### src/rtl/own_coh_pkg.sv
package own_coh_pkg;

    typedef enum logic [1:0] {
        LS_INV = 2'b00,
        LS_USH = 2'b01,
        LS_OSH = 2'b10,
        LS_OEX = 2'b11
    } line_st_e;

    typedef enum logic [1:0] {
        BC_NONE = 2'b00,
        BC_READ = 2'b01,
        BC_RDEX = 2'b10,
        BC_KILL = 2'b11
    } bus_cmd_e;

    function automatic logic is_owned(logic [1:0] s);
        return (s == LS_OSH) || (s == LS_OEX);
    endfunction

endpackage

### src/rtl/own_coh_store.sv
module own_coh_store #(
    parameter int IDX_W  = 2,
    parameter int TAG_W  = 10,
    parameter int DATA_W = 16
) (
    input  logic              clk,
    input  logic              rst_n,
    // lookup port for the processor side
    input  logic [IDX_W-1:0]  ra_idx,
    output logic [1:0]        ra_st,
    output logic [TAG_W-1:0]  ra_tag,
    output logic [DATA_W-1:0] ra_data,
    // lookup port for the snoop side
    input  logic [IDX_W-1:0]  rb_idx,
    output logic [1:0]        rb_st,
    output logic [TAG_W-1:0]  rb_tag,
    output logic [DATA_W-1:0] rb_data,
    // processor-side update (wins on the same index)
    input  logic              cw_en,
    input  logic [IDX_W-1:0]  cw_idx,
    input  logic [1:0]        cw_st,
    input  logic [TAG_W-1:0]  cw_tag,
    input  logic [DATA_W-1:0] cw_data,
    // snoop-side update (tag untouched)
    input  logic              sw_en,
    input  logic [IDX_W-1:0]  sw_idx,
    input  logic [1:0]        sw_st,
    input  logic              sw_data_en,
    input  logic [DATA_W-1:0] sw_data
);
    localparam int LINES = 1 << IDX_W;

    typedef struct packed {
        logic [1:0]        st;
        logic [TAG_W-1:0]  tag;
        logic [DATA_W-1:0] data;
    } entry_t;

    entry_t ent_q [LINES];

    for (genvar g = 0; g < LINES; g++) begin : g_line
        entry_t line_d;
        entry_t line_q;

        always_comb begin
            line_d = line_q;
            if (cw_en && (cw_idx == IDX_W'(g))) begin
                line_d.st   = cw_st;
                line_d.tag  = cw_tag;
                line_d.data = cw_data;
            end else if (sw_en && (sw_idx == IDX_W'(g))) begin
                line_d.st = sw_st;
                if (sw_data_en) begin
                    line_d.data = sw_data;
                end
            end
        end

        always_ff @(posedge clk) begin
            if (!rst_n) begin
                line_q <= '0;
            end else begin
                line_q <= line_d;
            end
        end

        assign ent_q[g] = line_q;
    end

    assign ra_st   = ent_q[ra_idx].st;
    assign ra_tag  = ent_q[ra_idx].tag;
    assign ra_data = ent_q[ra_idx].data;
    assign rb_st   = ent_q[rb_idx].st;
    assign rb_tag  = ent_q[rb_idx].tag;
    assign rb_data = ent_q[rb_idx].data;

endmodule

### src/rtl/own_coh_snoop.sv
module own_coh_snoop
    import own_coh_pkg::*;
#(
    parameter int ADDR_W = 12,
    parameter int IDX_W  = 2,
    parameter int DATA_W = 16
) (
    input  logic                    clk,
    input  logic                    rst_n,
    input  logic                    rd_bcast_en,
    input  logic                    snp_valid,
    input  logic [1:0]              snp_cmd,
    input  logic [ADDR_W-1:0]       snp_addr,
    input  logic                    snp_dvalid,
    input  logic [DATA_W-1:0]       snp_data,
    input  logic                    pend_busy,
    input  logic [IDX_W-1:0]        pend_idx,
    input  logic [1:0]              line_st,
    input  logic [ADDR_W-IDX_W-1:0] line_tag,
    input  logic [DATA_W-1:0]       line_data,
    output logic                    sw_en,
    output logic [IDX_W-1:0]        sw_idx,
    output logic [1:0]              sw_st,
    output logic                    sw_data_en,
    output logic [DATA_W-1:0]       sw_data,
    output logic                    supply_o,
    output logic [DATA_W-1:0]       sdata_o
);
    localparam int TAG_W = ADDR_W - IDX_W;

    typedef struct packed {
        logic              supply;
        logic [DATA_W-1:0] sdata;
    } resp_t;

    resp_t r_d, r_q;

    logic [TAG_W-1:0] s_tag;
    logic             tag_hit;
    logic             line_valid;
    logic             blocked;

    assign s_tag      = snp_addr[ADDR_W-1:IDX_W];
    assign tag_hit    = (line_tag == s_tag);
    assign line_valid = (line_st != LS_INV);
    assign blocked    = pend_busy && (pend_idx == snp_addr[IDX_W-1:0]);
    assign sw_idx     = snp_addr[IDX_W-1:0];

    always_comb begin
        r_d        = r_q;
        r_d.supply = 1'b0;
        sw_en      = 1'b0;
        sw_st      = line_st;
        sw_data_en = 1'b0;
        sw_data    = snp_data;

        if (snp_valid && tag_hit && line_valid) begin
            unique case (snp_cmd)
                BC_READ: begin
                    if (is_owned(line_st)) begin
                        r_d.supply = 1'b1;
                        r_d.sdata  = line_data;
                    end
                    if (line_st == LS_OEX) begin
                        sw_en = 1'b1;
                        sw_st = LS_OSH;
                    end
                end
                BC_RDEX: begin
                    if (is_owned(line_st)) begin
                        r_d.supply = 1'b1;
                        r_d.sdata  = line_data;
                    end
                    sw_en = 1'b1;
                    sw_st = LS_INV;
                end
                BC_KILL: begin
                    sw_en = 1'b1;
                    sw_st = LS_INV;
                end
                default: ;
            endcase
        end else if (!snp_valid && snp_dvalid && rd_bcast_en && tag_hit
                     && !line_valid && !blocked) begin
            sw_en      = 1'b1;
            sw_st      = LS_USH;
            sw_data_en = 1'b1;
        end
    end

    always_ff @(posedge clk) begin
        if (!rst_n) begin
            r_q <= '0;
        end else begin
            r_q <= r_d;
        end
    end

    assign supply_o = r_q.supply;
    assign sdata_o  = r_q.sdata;

endmodule

### src/rtl/own_coh_cpu.sv
module own_coh_cpu
    import own_coh_pkg::*;
#(
    parameter int ADDR_W = 12,
    parameter int IDX_W  = 2,
    parameter int DATA_W = 16
) (
    input  logic                    clk,
    input  logic                    rst_n,
    input  logic                    cpu_req,
    input  logic                    cpu_we,
    input  logic [ADDR_W-1:0]       cpu_addr,
    input  logic [DATA_W-1:0]       cpu_wdata,
    input  logic                    fill_valid,
    input  logic [DATA_W-1:0]       fill_data,
    input  logic [1:0]              line_st,
    input  logic [ADDR_W-IDX_W-1:0] line_tag,
    input  logic [DATA_W-1:0]       line_data,
    output logic                    cw_en,
    output logic [IDX_W-1:0]        cw_idx,
    output logic [1:0]              cw_st,
    output logic [ADDR_W-IDX_W-1:0] cw_tag,
    output logic [DATA_W-1:0]       cw_data,
    output logic                    pend_busy,
    output logic [IDX_W-1:0]        pend_idx,
    output logic                    cpu_ready,
    output logic                    cpu_done,
    output logic [DATA_W-1:0]       cpu_rdata,
    output logic                    bus_valid,
    output logic [1:0]              bus_cmd,
    output logic [ADDR_W-1:0]       bus_addr,
    output logic                    wb_valid,
    output logic [ADDR_W-1:0]       wb_addr,
    output logic [DATA_W-1:0]       wb_data
);
    localparam int TAG_W = ADDR_W - IDX_W;

    typedef struct packed {
        logic              busy;
        logic [ADDR_W-1:0] paddr;
        logic              pwe;
        logic [DATA_W-1:0] pwdata;
        logic              done;
        logic [DATA_W-1:0] rdata;
        logic              bv;
        logic [1:0]        bcmd;
        logic [ADDR_W-1:0] baddr;
        logic              wbv;
        logic [ADDR_W-1:0] wbaddr;
        logic [DATA_W-1:0] wbdata;
    } ctl_t;

    ctl_t c_d, c_q;

    logic [TAG_W-1:0] req_tag;
    logic [IDX_W-1:0] req_idx;
    logic             hit;

    assign req_tag = cpu_addr[ADDR_W-1:IDX_W];
    assign req_idx = cpu_addr[IDX_W-1:0];
    assign hit     = (line_st != LS_INV) && (line_tag == req_tag);

    always_comb begin
        c_d      = c_q;
        c_d.done = 1'b0;
        c_d.bv   = 1'b0;
        c_d.wbv  = 1'b0;
        cw_en    = 1'b0;
        cw_idx   = req_idx;
        cw_st    = line_st;
        cw_tag   = req_tag;
        cw_data  = line_data;

        if (!c_q.busy) begin
            if (cpu_req) begin
                if (hit) begin
                    c_d.done = 1'b1;
                    if (!cpu_we) begin
                        c_d.rdata = line_data;
                    end else begin
                        c_d.rdata = cpu_wdata;
                        cw_en     = 1'b1;
                        cw_st     = LS_OEX;
                        cw_data   = cpu_wdata;
                        if (line_st != LS_OEX) begin
                            c_d.bv    = 1'b1;
                            c_d.bcmd  = BC_KILL;
                            c_d.baddr = cpu_addr;
                        end
                    end
                end else begin
                    if (is_owned(line_st)) begin
                        c_d.wbv    = 1'b1;
                        c_d.wbaddr = {line_tag, req_idx};
                        c_d.wbdata = line_data;
                    end
                    cw_en      = 1'b1;
                    cw_st      = LS_INV;
                    c_d.bv     = 1'b1;
                    c_d.bcmd   = cpu_we ? BC_RDEX : BC_READ;
                    c_d.baddr  = cpu_addr;
                    c_d.busy   = 1'b1;
                    c_d.paddr  = cpu_addr;
                    c_d.pwe    = cpu_we;
                    c_d.pwdata = cpu_wdata;
                end
            end
        end else if (fill_valid) begin
            cw_en     = 1'b1;
            cw_idx    = c_q.paddr[IDX_W-1:0];
            cw_tag    = c_q.paddr[ADDR_W-1:IDX_W];
            cw_st     = c_q.pwe ? LS_OEX : LS_USH;
            cw_data   = c_q.pwe ? c_q.pwdata : fill_data;
            c_d.rdata = c_q.pwe ? c_q.pwdata : fill_data;
            c_d.done  = 1'b1;
            c_d.busy  = 1'b0;
        end
    end

    always_ff @(posedge clk) begin
        if (!rst_n) begin
            c_q <= '0;
        end else begin
            c_q <= c_d;
        end
    end

    assign pend_busy = c_q.busy;
    assign pend_idx  = c_q.paddr[IDX_W-1:0];
    assign cpu_ready = !c_q.busy;
    assign cpu_done  = c_q.done;
    assign cpu_rdata = c_q.rdata;
    assign bus_valid = c_q.bv;
    assign bus_cmd   = c_q.bcmd;
    assign bus_addr  = c_q.baddr;
    assign wb_valid  = c_q.wbv;
    assign wb_addr   = c_q.wbaddr;
    assign wb_data   = c_q.wbdata;

endmodule

### src/rtl/own_coh_ctrl.sv
module own_coh_ctrl #(
    parameter int ADDR_W = 12,
    parameter int IDX_W  = 2,
    parameter int DATA_W = 16
) (
    input  logic              clk,
    input  logic              rst_n,
    input  logic              rd_bcast_en,
    input  logic              cpu_req,
    input  logic              cpu_we,
    input  logic [ADDR_W-1:0] cpu_addr,
    input  logic [DATA_W-1:0] cpu_wdata,
    output logic              cpu_ready,
    output logic              cpu_done,
    output logic [DATA_W-1:0] cpu_rdata,
    output logic              bus_valid,
    output logic [1:0]        bus_cmd,
    output logic [ADDR_W-1:0] bus_addr,
    input  logic              fill_valid,
    input  logic [DATA_W-1:0] fill_data,
    input  logic              snp_valid,
    input  logic [1:0]        snp_cmd,
    input  logic [ADDR_W-1:0] snp_addr,
    input  logic              snp_dvalid,
    input  logic [DATA_W-1:0] snp_data,
    output logic              snp_supply,
    output logic [DATA_W-1:0] snp_sdata,
    output logic              wb_valid,
    output logic [ADDR_W-1:0] wb_addr,
    output logic [DATA_W-1:0] wb_data
);
    localparam int TAG_W = ADDR_W - IDX_W;

    logic [1:0]        a_st,   b_st;
    logic [TAG_W-1:0]  a_tag,  b_tag;
    logic [DATA_W-1:0] a_data, b_data;

    logic              cw_en;
    logic [IDX_W-1:0]  cw_idx;
    logic [1:0]        cw_st;
    logic [TAG_W-1:0]  cw_tag;
    logic [DATA_W-1:0] cw_data;

    logic              sw_en;
    logic [IDX_W-1:0]  sw_idx;
    logic [1:0]        sw_st;
    logic              sw_data_en;
    logic [DATA_W-1:0] sw_data;

    logic              pend_busy;
    logic [IDX_W-1:0]  pend_idx;

    own_coh_store #(.IDX_W(IDX_W), .TAG_W(TAG_W), .DATA_W(DATA_W)) u_store (
        .clk        (clk),
        .rst_n      (rst_n),
        .ra_idx     (cpu_addr[IDX_W-1:0]),
        .ra_st      (a_st),
        .ra_tag     (a_tag),
        .ra_data    (a_data),
        .rb_idx     (snp_addr[IDX_W-1:0]),
        .rb_st      (b_st),
        .rb_tag     (b_tag),
        .rb_data    (b_data),
        .cw_en      (cw_en),
        .cw_idx     (cw_idx),
        .cw_st      (cw_st),
        .cw_tag     (cw_tag),
        .cw_data    (cw_data),
        .sw_en      (sw_en),
        .sw_idx     (sw_idx),
        .sw_st      (sw_st),
        .sw_data_en (sw_data_en),
        .sw_data    (sw_data)
    );

    own_coh_cpu #(.ADDR_W(ADDR_W), .IDX_W(IDX_W), .DATA_W(DATA_W)) u_cpu (
        .clk        (clk),
        .rst_n      (rst_n),
        .cpu_req    (cpu_req),
        .cpu_we     (cpu_we),
        .cpu_addr   (cpu_addr),
        .cpu_wdata  (cpu_wdata),
        .fill_valid (fill_valid),
        .fill_data  (fill_data),
        .line_st    (a_st),
        .line_tag   (a_tag),
        .line_data  (a_data),
        .cw_en      (cw_en),
        .cw_idx     (cw_idx),
        .cw_st      (cw_st),
        .cw_tag     (cw_tag),
        .cw_data    (cw_data),
        .pend_busy  (pend_busy),
        .pend_idx   (pend_idx),
        .cpu_ready  (cpu_ready),
        .cpu_done   (cpu_done),
        .cpu_rdata  (cpu_rdata),
        .bus_valid  (bus_valid),
        .bus_cmd    (bus_cmd),
        .bus_addr   (bus_addr),
        .wb_valid   (wb_valid),
        .wb_addr    (wb_addr),
        .wb_data    (wb_data)
    );

    own_coh_snoop #(.ADDR_W(ADDR_W), .IDX_W(IDX_W), .DATA_W(DATA_W)) u_snoop (
        .clk         (clk),
        .rst_n       (rst_n),
        .rd_bcast_en (rd_bcast_en),
        .snp_valid   (snp_valid),
        .snp_cmd     (snp_cmd),
        .snp_addr    (snp_addr),
        .snp_dvalid  (snp_dvalid),
        .snp_data    (snp_data),
        .pend_busy   (pend_busy),
        .pend_idx    (pend_idx),
        .line_st     (b_st),
        .line_tag    (b_tag),
        .line_data   (b_data),
        .sw_en       (sw_en),
        .sw_idx      (sw_idx),
        .sw_st       (sw_st),
        .sw_data_en  (sw_data_en),
        .sw_data     (sw_data),
        .supply_o    (snp_supply),
        .sdata_o     (snp_sdata)
    );

endmodule

### config.mk
export PLATFORM = sky130hd
export DESIGN_NAME = own_coh_ctrl
export DESIGN_NICKNAME = d
export VERILOG_FILES = /design/src/rtl/own_coh_pkg.sv /design/src/rtl/own_coh_store.sv /design/src/rtl/own_coh_snoop.sv /design/src/rtl/own_coh_cpu.sv /design/src/rtl/own_coh_ctrl.sv
export SDC_FILE = /design/constraint.sdc
export NUM_CORES = 1
export LEC_CHECK = 0
export CORE_ASPECT_RATIO = 1.4
export CORE_UTILIZATION = 56
export DETAILED_ROUTE_END_ITERATION = 10
export PLACE_DENSITY_LB_ADDON = 0.08
export SYNTH_ARGS = -nofsm -noshare
export SYNTH_HDL_FRONTEND = slang
export SYNTH_SLANG_ARGS = --single-unit
### constraint.sdc
create_clock -name clk -period 3.85 [get_ports clk]
set_input_delay 0.77 -clock clk [delete_from_list [all_inputs] [get_ports clk]]
set_output_delay 0.77 -clock clk [all_outputs]
set_load 0.03 [all_outputs]
==> results of run 1 <==
==> cell usage in the layout, fill, tap and decap left out, types with 5 or more instances in the layout <==
cell	count
sky130_fd_sc_hd__a211oi_1	41
sky130_fd_sc_hd__a211o_1	5
sky130_fd_sc_hd__inv_1	19
sky130_fd_sc_hd__mux2i_1	147
sky130_fd_sc_hd__o21a_1	5
sky130_fd_sc_hd__clkdlybuf4s50_1	155
sky130_fd_sc_hd__mux2_2	39
sky130_fd_sc_hd__buf_4	54
sky130_fd_sc_hd__a21oi_1	56
sky130_fd_sc_hd__o221ai_4	7
sky130_fd_sc_hd__o21ai_0	17
sky130_fd_sc_hd__and2_1	16
sky130_fd_sc_hd__xnor2_1	20
sky130_fd_sc_hd__clkinv_2	7
sky130_fd_sc_hd__buf_2	5
sky130_fd_sc_hd__buf_12	13
sky130_fd_sc_hd__o211a_1	56
sky130_fd_sc_hd__or2_2	14
sky130_fd_sc_hd__mux4_2	41
sky130_fd_sc_hd__nand3_1	13
sky130_fd_sc_hd__nor2_1	122
sky130_fd_sc_hd__dfxtp_1	220
sky130_fd_sc_hd__nand2_1	153
sky130_fd_sc_hd__o221ai_1	19
sky130_fd_sc_hd__clkbuf_16	23
==> critical path, cell delays in order <==
cell                        delay (ps)
sky130_fd_sc_hd__buf_2             100
sky130_fd_sc_hd__buf_12            170
sky130_fd_sc_hd__mux4_2            590
sky130_fd_sc_hd__or2_2             370
sky130_fd_sc_hd__nand2_1           120
sky130_fd_sc_hd__a2111oi_4          60
sky130_fd_sc_hd__a211oi_2          840
sky130_fd_sc_hd__buf_4             330
sky130_fd_sc_hd__nor2_1             60
sky130_fd_sc_hd__a211oi_1          210
==> metrics by stage <==
stage                     utilization [%]  total power, W
final                                68.7         0.00585
after global routing                 68.7         0.00607
after CTS                            68.7         0.00588
after detailed placement             64.9         0.00354
after global placement               64.9         0.00352
after floorplan                         -         0.00317
==> sequential cells by signal, summed over array words and instances, names as in the netlist <==
| register | flops |
|---|---|
| u_store.ent_q | 112 |
| u_cpu.bus_cmd | 2 |
| u_snoop.supply_o | 1 |
| u_cpu.cpu_done | 1 |
| u_cpu.cpu_rdata | 16 |
| u_cpu.c_q | 27 |
| u_cpu.pend_idx | 2 |
| u_cpu.wb_addr | 12 |
| u_cpu.bus_addr | 12 |
| u_cpu.wb_valid | 1 |
| u_cpu.wb_data | 16 |
| u_cpu.bus_valid | 1 |
| u_cpu.pend_busy | 1 |
| u_snoop.sdata_o | 16 |
==> cell type report <==
class,instances,area (um2),area share (%)
clock buffers,27,621,4.28
clock inverters,14,179,1.23
inverters,20,77.6,0.535
multi-input cells,845,6660,45.9
flip-flops and latches,220,4400,30.4
well taps,260,325,2.24
repair buffers,227,2240,15.5
==> synthesized netlist by cell type, types with 5 or more instances <==
cell                         n
sky130_fd_sc_hd__dfxtp_1   220
sky130_fd_sc_hd__nand2_1   153
sky130_fd_sc_hd__mux2i_1   147
sky130_fd_sc_hd__nor2_1    123
sky130_fd_sc_hd__buf_4      61
sky130_fd_sc_hd__a21oi_1    56
sky130_fd_sc_hd__o211a_1    56
sky130_fd_sc_hd__clkbuf_1   46
sky130_fd_sc_hd__a211oi_1   45
sky130_fd_sc_hd__mux4_2     41
sky130_fd_sc_hd__mux2_2     39
sky130_fd_sc_hd__buf_2      27
sky130_fd_sc_hd__inv_1      20
sky130_fd_sc_hd__xnor2_1    20
sky130_fd_sc_hd__o221ai_1   19
sky130_fd_sc_hd__o21ai_0    17
sky130_fd_sc_hd__and2_1     16
sky130_fd_sc_hd__nand3_1    14
sky130_fd_sc_hd__or2_2      14
sky130_fd_sc_hd__buf_1       9
sky130_fd_sc_hd__buf_6       9
sky130_fd_sc_hd__o221ai_4    7
sky130_fd_sc_hd__a211o_1     5
sky130_fd_sc_hd__o21a_1      5
==> per-layer routing <==
| layer | GRT usage, % | share of wire (%) | routed length [um] |
|---|---|---|---|
| met1 | 31.7 | 36 | 12200 |
| met2 | 59.4 | 54 | 18500 |
| met3 | 3.59 | 3.7 | 1250 |
| met4 | 18.9 | 6.0 | 2050 |
| met5 | 0 | 0 | 0 |
==> power by group through the flow <==
stage / logic (W) / clock network, W / registers, W
floorplan: 0.000672 / 0 / 0.00250
finish: 0.00102 / 0.00235 / 0.00248
CTS: 0.00102 / 0.00238 / 0.00248
global route: 0.00109 / 0.00249 / 0.00249
global placement: 0.00100 / 0 / 0.00252
detailed placement: 0.00101 / 0 / 0.00253
==> logic make-up (layout without fill, tap and decap cells) <==
family          Yosys count  after routing  synth area share [%]
compound gates          244            244                  16.6
xor+xnor                 24             24                  1.75
fa+ha+maj                 4              4                 0.416
buf+inv                 173            288                  8.24
flops                   220            220                  36.6
mux                     227            227                  23.6
simple gates            346            346                  12.7
==> how the worst max path moves through the flow <==
stage	startpoint	depth (start not counted)	slack, ps	to
final	cpu_addr[1]	10	610	u_store.ent_q[21]
after global placement	cpu_addr[1]	11	150	u_cpu.wb_addr[9]
after detailed placement	cpu_addr[1]	11	100	u_cpu.wb_addr[9]
after global routing	cpu_addr[1]	10	410	u_store.ent_q[21]
after floorplan	cpu_addr[1]	12	450	u_store.ent_q[36]
after CTS	cpu_addr[1]	11	620	u_cpu.wb_addr[9]
==> results.txt, run 1 <==
The run gives 1324 as the number of nets in the synthesized netlist. The pin count of the biggest net entering global routing was 70; the flip-flop and latch count after synthesis was 220. Before antenna repair, the detailed router went through 5 iterations.

The latest clock arrival within the worst-skew pair was 510 ps. TritonCTS built the clock tree. Based on the critical path, the design can be clocked at up to 309 MHz. The level count of the clock H-tree came out at 1. The tools report the number of max-slew violations in the final report as 0. In this run the worst hold path is classified as reg2reg. The count of port buffers added during placement is 160, and the via count is 9619. The region available for standard cell placement spans 21100 um2. Sequential elements use 36.6% of the synthesized area.

Counting instances, the worst hold path has a depth of 2. Setup slack on the critical path of the routed design comes to 610 ps. VDD sags by at most 392 uV.

The instance count of the mapped netlist is 1238, and the final weighted congestion in routability-driven placement is 0.877. For this design, the sink count on the clock tree is 220. The average cell area after synthesis works out to 9.71 um2. Once placement finished, the instance area stood at 13700 um2.

Setup repair after global routing left no endpoint under its margin. The number of placed instances, taps included, is 1572. Clock-pin slew was measured on the worst setup and hold paths at 60 ps. Dividing the detail-routed wire length by the instance count gives 21.1 um. The average vias per placed instance was 5.96; the flop-to-flop setup slack was 870 ps. For the number of antenna violations at the first check in global routing, the log shows 0. The filler cells instantiated in the layout total 1699.

The critical path start-end classification was in2reg. Antenna diode count: 0. The detail route stage leaves a number of antenna-violating nets equal to 0.

Per report_power, the sequential group accounts for 42.4% of the total. In this run the cell area of the synthesized design comes to 12000 um2. Number of violations reported at the end of detailed-routing iteration 0: 585. Per report_power, the clock group accounts for 40.2% of the total. During I/O placement, the number of pins put on the boundary was 161.

For the finished layout, the period the worst path requires is 3240 ps. The number of global-route vias before repair was 9802; the cell depth of the worst flop-to-flop path was 8. The height of the die was 175 um; the area of the die was 22100 um2. Across the run, the number of max-cap violations was 0.

Post-route DRC violation count: 0. Setup violations remaining at the end of the flow were counted as 0. After synthesis, the cell types taking the most area are sky130_fd_sc_hd__dfxtp_1 37%, sky130_fd_sc_hd__mux2i_1 12%, sky130_fd_sc_hd__mux4_2 7.7%. The clock passes through at most 3 buffers. At the end of the flow, the number of nets in the layout was 1423.

The final layout contains routed wiring with a total length of 34100 um. Net switching is 26.8% of the power. The number of setup buffers added after CTS is 0. The cell taking the most area after synthesis is sky130_fd_sc_hd__dfxtp_1.

The distinct cell type count after synthesis came out at 60. During synthesis, Yosys emitted a total of 0 warnings. The total count of hold-check failures in the final report was 0; the area growth from synthesis to layout was 20.6%. The synthesized design contains 0 enable-type register cells.

Global routing used 30.9% of the available tracks. The number of resized instances in the post-cts repair step is 0, and the final non-filler cell total is 1613. The run gives 3640 ps as the arrival time at the worst endpoint. Worst setup skew after layout: 22.9 ps. For this design the ratio of total power to cell area is 403 nW/um2. The run gives 63 as the number of rows created at floorplan. The type of origin of the critical path is an input pin. The die extent in x is 126 um. The first global-routing pass estimated 53000 um of wire. The worst path uses 84.2% of the clock period. The sum of net half-perimeters after detailed placement is 24300 um, and the setup TNS after final layout is 0 ps.

Cell internal power was estimated by the tool at 0.00428 W. The end of the worst hold path was u_cpu.c_q[61]. For this configuration, the core starts out at a cell density of 56.9%.

In this run the biggest area consumer among cell types represents 36.6% of the synthesized area. Of all flip-flops after synthesis, the portion carrying an async set or reset was 0%. Buffers inserted to repair hold after CTS numbered 0. Reg-to-reg critical path startpoint: u_store.ent_q[27]. The worst hold path begins at u_cpu.c_q[61]. The required time of the critical path was 4250 ps. The combinational share of power came out at 17.4%. The total net switching power came out at 0.00157 W.

The worst register-to-register path ends at u_store.ent_q[21]. Global routing finished with a remaining overflow of 0. At the pin with the least slew margin, the transition time is 1020 ps. Share of post-route cells with drive strength above 1: 17.1%.

The worst setup path is captured at a register. The minimum setup slack after placement is 105 ps. The finished layout cell area came out at 14500 um2. The run finished with clean final reports. The leakage power is 6.04 nW. Clock tree synthesis inserted a total of 23 buffers.

Commonest register cell after synthesis: sky130_fd_sc_hd__dfxtp_1. Of all nets on the critical path, the largest fanout is 17. Hold is met by 453 ps. Root buffer cell: sky130_fd_sc_hd__clkbuf_16. In this run the tightest slew margin relative to its limit is 31.7%.
Power figures use the tool's default switching activity.
==> run 2, diff against run 1 <==
==> constraint.sdc (replaced) <==
create_clock -name clk -period 3.2 [get_ports clk]
set_input_delay 0.64 -clock clk [delete_from_list [all_inputs] [get_ports clk]]
set_output_delay 0.64 -clock clk [all_outputs]
set_load 0.03 [all_outputs]
==> results.txt, run 2 (same netlist as run 1, synthesis figures left out) <==
The power after layout is 0.00693 W, and the net switching fraction of the power is 27.2%. The startpoint identified for the worst hold timing path is u_cpu.c_q[61]. The logs give 23 for the TritonCTS buffer count and 3 for the worst-case clock buffer depth. The level count of the clock H-tree was 1. The latest clock arrival within the worst-skew pair was 510 ps. The endpoint identified for the worst register-to-register timing path is u_store.ent_q[62].

For the number of top-level pins, the log shows 161. The area of the die is 22100 um2, and the delay contributed by the slowest stage of the critical path is 580 ps. For this run, the share of the core covered by cells in the final layout is 71.4%. For the detailed-route wire length on metal 1, the log shows 12200 um. Pin count of the biggest net entering global routing: 86. The tools report the least setup slack across all paths after layout as 197 ps. The height of the die works out to 175 um. Class of the tightest hold or removal check: reg2reg. After clock tree synthesis, the repair step resized 0 gates. The number of antenna diodes in the final layout is 0.

The startpoint identified for the worst register-to-register timing path is u_store.ent_q[25]. Uppermost metal layer occupied by signal nets: met4. The signal on the critical path passes through buf_2, buf_12, mux4_2, xnor2_1, nand4bb_1, a2111o_1, or2_1, buf_12, o221ai_1, o211a_1.

The logs give 56.9% for the starting density of the core and 52700 um for the first-pass GRT wire length. At the end of routability-driven placement, the weighted congestion stood at 0.864. The path with the worst hold slack has its endpoint at u_cpu.c_q[61]. Total routing resource utilization after global routing: 30.6%. The number of hold buffers added after CTS was 0. Power spread over the standard cell area amounts to 460 nW/um2.

The number of flip-flops in the largest register came out at 112. In this run the clock root is driven by a sky130_fd_sc_hd__clkbuf_16. The count of port buffers added during placement was 160. The sort of element at the end of the critical path was a register. Clock-pin slew was measured on the worst setup and hold paths at 70 ps. The clock network fraction of total power is 37.9%, and the routed wire length on met3 is 1510 um. The detail route stage leaves a number of antenna-violating nets equal to 0. The number of rows created at floorplan was 63; the amount of wire on met2 after detailed routing was 18000 um.

The tools report the total wire length after detailed routing as 33800 um. The leakage power came out at 6.37 nW. In the routed design, unresolved DRC markers number 0. Subtracting the final worst setup slack from the clock period gives 3000 ps. The die extent in x is 126 um, and the combinational share of power is 19.1%. The tools report the net count of the finished layout as 1488.

Dominant cell type by count on the critical path: sky130_fd_sc_hd__buf_12. Across the VDD grid, the largest voltage drop is 443 uV. After detailed routing, the average wire length per cell comes to 20.2 um. After the first detailed-routing iteration, the DRC count stood at 571.

Setup repair after global routing left no endpoint under its margin. The routed layout has 9903 vias. Leading cell type in the layout, fill and taps excluded: sky130_fd_sc_hd__dfxtp_1.

The highest net fanout along the worst path is 14. For the total count of hold-check failures in the final report, the log shows 0. The run gives 0 as the number of buffers added for setup after CTS.

For the worst slew margin relative to its limit, the log shows 37.1%. At the worst endpoint, the arrival time is 3460 ps. For this run, the detailed router's first-pass iteration total came to 5.

Number of max-slew violations in the final report: 0. The number of antenna violations at the first check in global routing is 0. The internal power of the cells is 0.00504 W.

The worst setup skew after layout came out at 12.2 ps. STA classifies the critical path startpoint as an input pin. At the pin with the least slew margin, the transition time is 942 ps.

The kind of cell with the highest combined delay along the critical path is compound AO/OA/AOI/OAI gates. The setup TNS after final layout is 0 ps. The number of clock sinks is 220, and the worst path buffer plus inverter count is 3. The minimum setup slack after placement is -321 ps. TritonCTS built the clock tree. Cells with a size suffix above 1 make up 20.7% of the layout.

The worst path uses 93.8% of the clock period. The total global routing overflow is 0. Average vias per placed instance: 5.91.

The critical path start-end classification was in2reg. The flow ran to the end, and the final reports show no timing, DRC or antenna violations. For the number of global-route vias before repair, the log shows 9806. Summed over all nets, the switching power comes to 0.00189 W. The tools report the highest clock frequency the design can meet as 333 MHz.

Among all stages on the critical path, the largest delay is contributed by sky130_fd_sc_hd__mux4_2. The setup-violating endpoint count in the final report is 0, and the placeable core region is 21100 um2. The sum of net half-perimeters after detailed placement is 24400 um, and the cell depth of the worst flop-to-flop path is 8. The hold path depth was 2. In the layout the commonest cells are 220 x sky130_fd_sc_hd__dfxtp_1, 155 x sky130_fd_sc_hd__clkdlybuf4s50_1, 153 x sky130_fd_sc_hd__nand2_1.

In this run the register-to-register setup slack is 310 ps. From synthesis to final layout, the design area changed by 25.4%. Across the run, the number of max-cap violations was 0. Registers are responsible for 43.0% of the overall power.

For the worst setup path, the data required time is 3660 ps.
[run 2: changes by cell type in the layout (fill, tap and decap cells not counted)]
cell,before,now
sky130_fd_sc_hd__clkbuf_8,3,9
sky130_fd_sc_hd__a2111oi_1,0,1
sky130_fd_sc_hd__buf_12,13,24
sky130_fd_sc_hd__bufinv_16,4,0
sky130_fd_sc_hd__clkbuf_1,1,4
sky130_fd_sc_hd__buf_4,54,108
sky130_fd_sc_hd__a2111oi_0,2,1
sky130_fd_sc_hd__clkinv_4,1,0
sky130_fd_sc_hd__clkinv_2,7,1
sky130_fd_sc_hd__clkinvlp_4,2,3
[run 2: final cells by class]
cell class	count	area, um2
sequential	220	4400
multi-input combinational	845	6660
clock buffer	36	714
fill	1663	6050
tap	260	325
clock inverter	4	27.5
timing repair buffer	292	2870
inverter	20	77.6
[run 2: power by group through the flow]
stage / combinational (W) / clock (W) / sequential (W)
5_1_grt: 0.00142 / 0.00276 / 0.00300
4_1_cts: 0.00133 / 0.00266 / 0.00298
2_1_floorplan: 0.000813 / 0 / 0.00301
6_report: 0.00132 / 0.00263 / 0.00298
3_5_place_dp: 0.00132 / 0 / 0.00304
3_3_place_gp: 0.00130 / 0 / 0.00303
[run 2: worst min-delay path, delay by kind of cell (launching register included)]
family             cells  cell delay [ps]
and+or+nand+nor        1               50
AOI/OAI and AO/OA      1               50
DFF                    1              300
[run 2: metal layers]
metal	global-route usage (%)	vias up
li1	-	4730
met1	32.2	4788
met2	57.9	287
met3	3.56	98
met4	18.9	0
met5	0	-
[run 2: how the worst max path moves through the flow]
stage                start                 to  slack, ps  cells past startpoint
3_5_place_dp   cpu_addr[1]  u_store.ent_q[62]       -320                     10
5_1_grt        cpu_addr[1]  u_store.ent_q[31]         20                     12
3_3_place_gp   cpu_addr[1]  u_store.ent_q[34]       -290                     10
6_report       cpu_addr[1]  u_store.ent_q[62]        200                     10
4_1_cts        cpu_addr[1]  u_store.ent_q[45]        200                     10
2_1_floorplan  cpu_addr[1]  u_store.ent_q[40]          3                     12
[run 2: per-stage QoR]
stage	instances	hold slack (ps)	instance area (um2)
2_1_floorplan	1238	433	12100
3_3_place_gp	1637	438	14300
3_5_place_dp	1637	446	14300
4_1_cts	1677	454	15100
5_1_grt	1677	470	15100
6_report	1677	452	15100
==> run 3, diff against run 2 <==
--- a/config.mk
+++ b/config.mk
@@ -8,6 +8,7 @@
 export CORE_ASPECT_RATIO = 1.4
 export CORE_UTILIZATION = 56
 export DETAILED_ROUTE_END_ITERATION = 10
+export GPL_ROUTABILITY_DRIVEN = 0
 export PLACE_DENSITY_LB_ADDON = 0.08
 export SYNTH_ARGS = -nofsm -noshare
 export SYNTH_HDL_FRONTEND = slang
==> results of run 3 <==
Same layout as run 2: the final DEF is identical, and so are final timing and power.
